[config.mk]
export PLATFORM = sky130hd
export DESIGN_NAME = opnd_addr_resolver
export DESIGN_NICKNAME = d
export VERILOG_FILES = /design/src/rtl/oar_pkg.sv /design/src/rtl/oar_bank_map.sv /design/src/rtl/oar_bit_map.sv /design/src/rtl/opnd_addr_resolver.sv
export SDC_FILE = /design/constraint.sdc
export NUM_CORES = 1
export LEC_CHECK = 0
export BUFFER_PORTS_ARGS = -buffer_cell sky130_fd_sc_hd__buf_4
export CELL_PAD_IN_SITES_DETAIL_PLACEMENT = 0
export CELL_PAD_IN_SITES_GLOBAL_PLACEMENT = 1
export CORE_UTILIZATION = 32
export DETAILED_ROUTE_END_ITERATION = 12
export PLACE_DENSITY = 0.87
export SYNTH_ARGS = -nofsm -noshare
export SYNTH_HDL_FRONTEND = slang
export SYNTH_HIERARCHICAL = 1
export SYNTH_SLANG_ARGS = --single-unit
[constraint.sdc]
create_clock -name clk -period 0.8 [get_ports clk]
set_input_delay 0.12 -clock clk [delete_from_list [all_inputs] [get_ports clk]]
set_output_delay 0.12 -clock clk [all_outputs]
set_load 0.005 [all_outputs]
[src/rtl/oar_pkg.sv]
package oar_pkg;

    typedef enum logic [1:0] {
        MODE_REG = 2'd0,
        MODE_DIR = 2'd1,
        MODE_IND = 2'd2,
        MODE_BIT = 2'd3
    } opnd_mode_e;

endpackage

[src/rtl/oar_bank_map.sv]
module oar_bank_map #(
    parameter int ADDR_W    = 8,
    parameter int BANK_W    = 2,
    parameter int REG_IDX_W = 3
) (
    input  logic [BANK_W-1:0]    bank,
    input  logic [REG_IDX_W-1:0] reg_idx,
    output logic [ADDR_W-1:0]    ram_addr
);
    localparam int PAD_W = ADDR_W - BANK_W - REG_IDX_W;

    // bank * 2^REG_IDX_W + index is a plain concatenation
    generate
        if (PAD_W > 0) begin : g_pad
            assign ram_addr = {{PAD_W{1'b0}}, bank, reg_idx};
        end else begin : g_nopad
            assign ram_addr = {bank, reg_idx};
        end
    endgenerate
endmodule

[src/rtl/oar_bit_map.sv]
module oar_bit_map #(
    parameter int              ADDR_W       = 8,
    parameter int              BIT_IDX_W    = 3,
    parameter logic [ADDR_W-1:0] BIT_RAM_BASE = 8'h20
) (
    input  logic [ADDR_W-1:0]    bit_addr,
    output logic [ADDR_W-1:0]    byte_addr,
    output logic                 in_sfr,
    output logic [BIT_IDX_W-1:0] bit_idx
);
    localparam int BYTE_SEL_W = ADDR_W - 1 - BIT_IDX_W;
    localparam int PAD_W      = ADDR_W - BYTE_SEL_W;

    logic [BYTE_SEL_W-1:0] ram_byte_sel;
    logic [ADDR_W-1:0]     ram_byte;
    logic [ADDR_W-1:0]     sfr_byte;

    assign ram_byte_sel = bit_addr[ADDR_W-2:BIT_IDX_W];
    assign ram_byte     = BIT_RAM_BASE + {{PAD_W{1'b0}}, ram_byte_sel};
    assign sfr_byte     = {bit_addr[ADDR_W-1:BIT_IDX_W], {BIT_IDX_W{1'b0}}};

    assign in_sfr    = bit_addr[ADDR_W-1];
    assign byte_addr = in_sfr ? sfr_byte : ram_byte;
    assign bit_idx   = bit_addr[BIT_IDX_W-1:0];
endmodule

[src/rtl/opnd_addr_resolver.sv]
module opnd_addr_resolver #(
    parameter int ADDR_W    = 8,
    parameter int BANK_W    = 2,
    parameter int REG_IDX_W = 3,
    parameter int BIT_IDX_W = 3,
    parameter logic [ADDR_W-1:0] BIT_RAM_BASE = 8'h20
) (
    input  logic                 clk,
    input  logic                 rst_n,
    input  logic                 req_valid,
    input  logic [1:0]           req_mode,
    input  logic [ADDR_W-1:0]    req_opnd,
    input  logic [BANK_W-1:0]    bank_sel,
    input  logic [ADDR_W-1:0]    ptr_lo,
    input  logic [ADDR_W-1:0]    ptr_hi,
    output logic                 res_valid,
    output logic [ADDR_W-1:0]    res_addr,
    output logic                 res_sfr,
    output logic [BIT_IDX_W-1:0] res_bit
);
    import oar_pkg::*;

    typedef struct packed {
        logic                 valid;
        logic [ADDR_W-1:0]    addr;
        logic                 sfr;
        logic [BIT_IDX_W-1:0] bidx;
    } res_t;

    localparam res_t RES_RESET = '0;

    res_t res_d, res_q;

    logic [ADDR_W-1:0]    bank_addr;
    logic [ADDR_W-1:0]    bit_byte;
    logic                 bit_sfr;
    logic [BIT_IDX_W-1:0] bit_idx;
    opnd_mode_e           mode;

    assign mode = opnd_mode_e'(req_mode);

    oar_bank_map #(
        .ADDR_W    (ADDR_W),
        .BANK_W    (BANK_W),
        .REG_IDX_W (REG_IDX_W)
    ) u_bank_map (
        .bank     (bank_sel),
        .reg_idx  (req_opnd[REG_IDX_W-1:0]),
        .ram_addr (bank_addr)
    );

    oar_bit_map #(
        .ADDR_W       (ADDR_W),
        .BIT_IDX_W    (BIT_IDX_W),
        .BIT_RAM_BASE (BIT_RAM_BASE)
    ) u_bit_map (
        .bit_addr  (req_opnd),
        .byte_addr (bit_byte),
        .in_sfr    (bit_sfr),
        .bit_idx   (bit_idx)
    );

    always_comb begin
        res_d       = res_q;
        res_d.valid = req_valid;
        if (req_valid) begin
            res_d.bidx = '0;
            res_d.sfr  = 1'b0;
            unique case (mode)
                MODE_REG: res_d.addr = bank_addr;
                MODE_DIR: begin
                    res_d.addr = req_opnd;
                    res_d.sfr  = req_opnd[ADDR_W-1];
                end
                MODE_IND: res_d.addr = req_opnd[0] ? ptr_hi : ptr_lo;
                MODE_BIT: begin
                    res_d.addr = bit_byte;
                    res_d.sfr  = bit_sfr;
                    res_d.bidx = bit_idx;
                end
                default: res_d.addr = req_opnd;
            endcase
        end
    end

    always_ff @(posedge clk or negedge rst_n) begin
        if (!rst_n) res_q <= RES_RESET;
        else        res_q <= res_d;
    end

    assign res_valid = res_q.valid;
    assign res_addr  = res_q.addr;
    assign res_sfr   = res_q.sfr;
    assign res_bit   = res_q.bidx;
endmodule

==> results.toml <==
[floorplanning]
core.rowCount = 19
core_area_um2 = 2850
die_y_um = 58
initial_core_util_pct = 35.2
io_pins = 44
die_w_um = 58
dieArea_um2 = 3360

[routing]
wl_mm = 2.21
ant_nets = 0
drt_first_pass_iters = 11
drc = 3
vias_per_cell = 4.66
initialDrtViolationCount = 24
wire_per_inst_um = 13.8
via_count = 745

[cells_and_area]
antenna_cells = 0
nNetsFinal = 161
stdcell_area_um2 = 1490
synthToLayoutAreaGrowth_pct = 48.1
final_util_pct = 52.1
layout-drive-gt1-share_pct = 73.6

[synthesis]
synth_area_per_cell_um2 = 12.4
netlist_area_um2 = 1000
synthCells = 81
synth_edf_count = 0
synth_top_area_cell = "dfrtp_1"
synth_top_area_share_pct = 32.4
async_reset_ff_share_pct = 100
yosysSeqAreaShare_pct = 32.4
yosysWarnings = 6
ys.flop_type = "dfrtp_1"
yosysMostFrequentCell = "mux2_4"
synth_commonest_cells = "mux2_4 (15), buf_4 (13), dfrtp_1 (13)"
yosysUniqueCellTypes = 17
ys_seq_elements = 13
yosys-top-cells-area = "dfrtp_1 (32%), mux2_4 (22%), mux4_2 (16%)"

[clock_network]
clockRootBuffer = "clkbuf_4"
cts_buffers = 3
cts_max_path_buffers = 2
htree_levels = 1
clock_sinks = 13
cts_tree = "built"
clkTransAtPathRegs_ns = 0.08
worstSkewPairLatency_ns = 0.27

[run_status]
violations = "DRC, setup timing"
status = "complete, but fails checks"

[worst_hold_path]
hp-class = "input pin to register"

[global_routing]
grt_start_max_net_pins = 14
overflow = 0
grt_pass1_vias = 734
grt_antenna_before_repair = 0
grt_pass1_wl_mm = 3.47
gr-usage-all-layers_pct = 14.0

[power_and_ir_drop]
p_per_area_nw_per_um2 = 1340
p_switching_uw = 492
p_clk_share_pct = 19.9
p_total_uw = 1990
power.leakage_uw = 0.000740
p_seq_share_pct = 39.8
ir_drop_v = 0.000431
switching_share_pct = 24.8
p_comb_share_pct = 40.3
internal_power_uw = 1490

[worst_setup_path]
start_kind = "input pin"
critPathCaptureType = "register"
crit_path_max_fanout = 8
cp.arrival_ns = 1.28
required_ns = 0.96
setup.worst_path.class = "input pin to register"

[timing]
period_needed_ns = 1.11
rsz0062_at_grt = "true"
setup_tns_ns = -3.41
fin_skew_ns = 0
fmax_ghz = 0.899
post-route-period-util_pct = 139
slew_violations = 0
finalHoldViolCount = 0
report.final.setup_viol = 20
fin_ws_ns = -0.312

[place]
io_buffers = 43
dp_hpwl_mm = 1.74
post-place-ws_ns = -0.675
routabilityCongestion = 0.723
postPlaceCellArea_um2 = 1290

[flow_run]
drv_cap = 0
[stage by stage]
step                      hold slack, ns  std cells
after global placement           -0.0345        145
after global routing               0.121        160
after CTS                          0.100        160
after detailed placement         -0.0297        145
final                              0.104        160
after floorplan                   -0.176         83
[worst max-delay path, stage by stage]
cell and delay, ns:
buf_12 0.12, mux2_4 0.29, mux4_2 0.48, mux2_4 0.27
[path summary, 6_finish.rpt]
kind | from | to | slack [ns] | depth (start not counted)
worst max-delay path | req_opnd[0] | res_addr[1]$_DFFE_PN0P_ | -0.31 | 4
max in group asynchronous | rst_n | res_addr[7]$_DFFE_PN0P_ | 0.43 | 2
min in group asynchronous | rst_n | res_addr[4]$_DFFE_PN0P_ | 0.21 | 2
worst min register to register | res_bit[2]$_DFFE_PN0P_ | res_bit[2]$_DFFE_PN0P_ | 0.55 | 2
worst max register to register | res_addr[4]$_DFFE_PN0P_ | res_addr[4]$_DFFE_PN0P_ | -0.10 | 2
worst min-delay path | req_opnd[1] | res_bit[1]$_DFFE_PN0P_ | 0.10 | 3
[state kept, by name, indices dropped and copies added, names as in the netlist]
signal	flops
res_addr	8
res_bit	3
res_sfr	1
res_valid	1
[power by group through the flow]
stage	clock network (uW)	logic, uW	registers (uW)
4_1_cts	406	791	788
3_3_place_gp	0	612	791
2_1_floorplan	0	359	793
5_1_grt	417	860	800
6_report	395	801	789
3_5_place_dp	0	631	796
[cell usage in the layout, fill, tap and decap left out]
| master | n |
|---|---|
| inv_2 | 2 |
| dlygate4sd3_1 | 1 |
| mux2_4 | 15 |
| buf_12 | 1 |
| o22ai_2 | 1 |
| buf_6 | 16 |
| buf_4 | 42 |
| mux2_2 | 2 |
| mux4_2 | 7 |
| o21ai_2 | 1 |
| clkbuf_1 | 1 |
| mux2i_1 | 1 |
| and2b_2 | 3 |
| inv_1 | 3 |
| and2_2 | 2 |
| conb_1 | 3 |
| dfrtp_1 | 13 |
| nand2b_1 | 2 |
| clkbuf_4 | 3 |
| nand2_1 | 5 |
| o22ai_1 | 5 |
[logic make-up after synthesis]
family | after synthesis | synth area share (%)
other cells | 1 | 0.374
mux | 25 | 41.4
compound gates | 7 | 4.24
buf+inv | 23 | 14.3
simple gates | 12 | 7.23
flops | 13 | 32.4
[area by class of cell]
class                   count  area, um^2
flip-flops and latches     13         325
repair buffers             60         526
fillers                   247        1370
clock buffers               4        26.3
well taps                  31        38.8
multi-input cells          47         552
inverters                   5        18.8
[repair_timing]
item                                    4_1_cts  5_1_grt
hold endpoints to repair                     13        0
pin swaps                                     0        1
endpoints found under the setup margin       21       23
setup buffers                                10        1
hold buffers                                  1        0
resized for setup                            17        6
[layer usage]
layer / share of wire, % / vias to the layer above / routed length (um) / track usage (%)
met2: 49 / 36 / 1090 / 22.5
met3: 6.1 / 2 / 135 / 2.01
met1: 44 / 337 / 967 / 18.5
met5: 0 / - / 0 / 0
met4: 0.72 / 0 / 16 / 7.14
li1: - / 370 / - / -
Note: power is estimated with default switching activity, not from simulation.
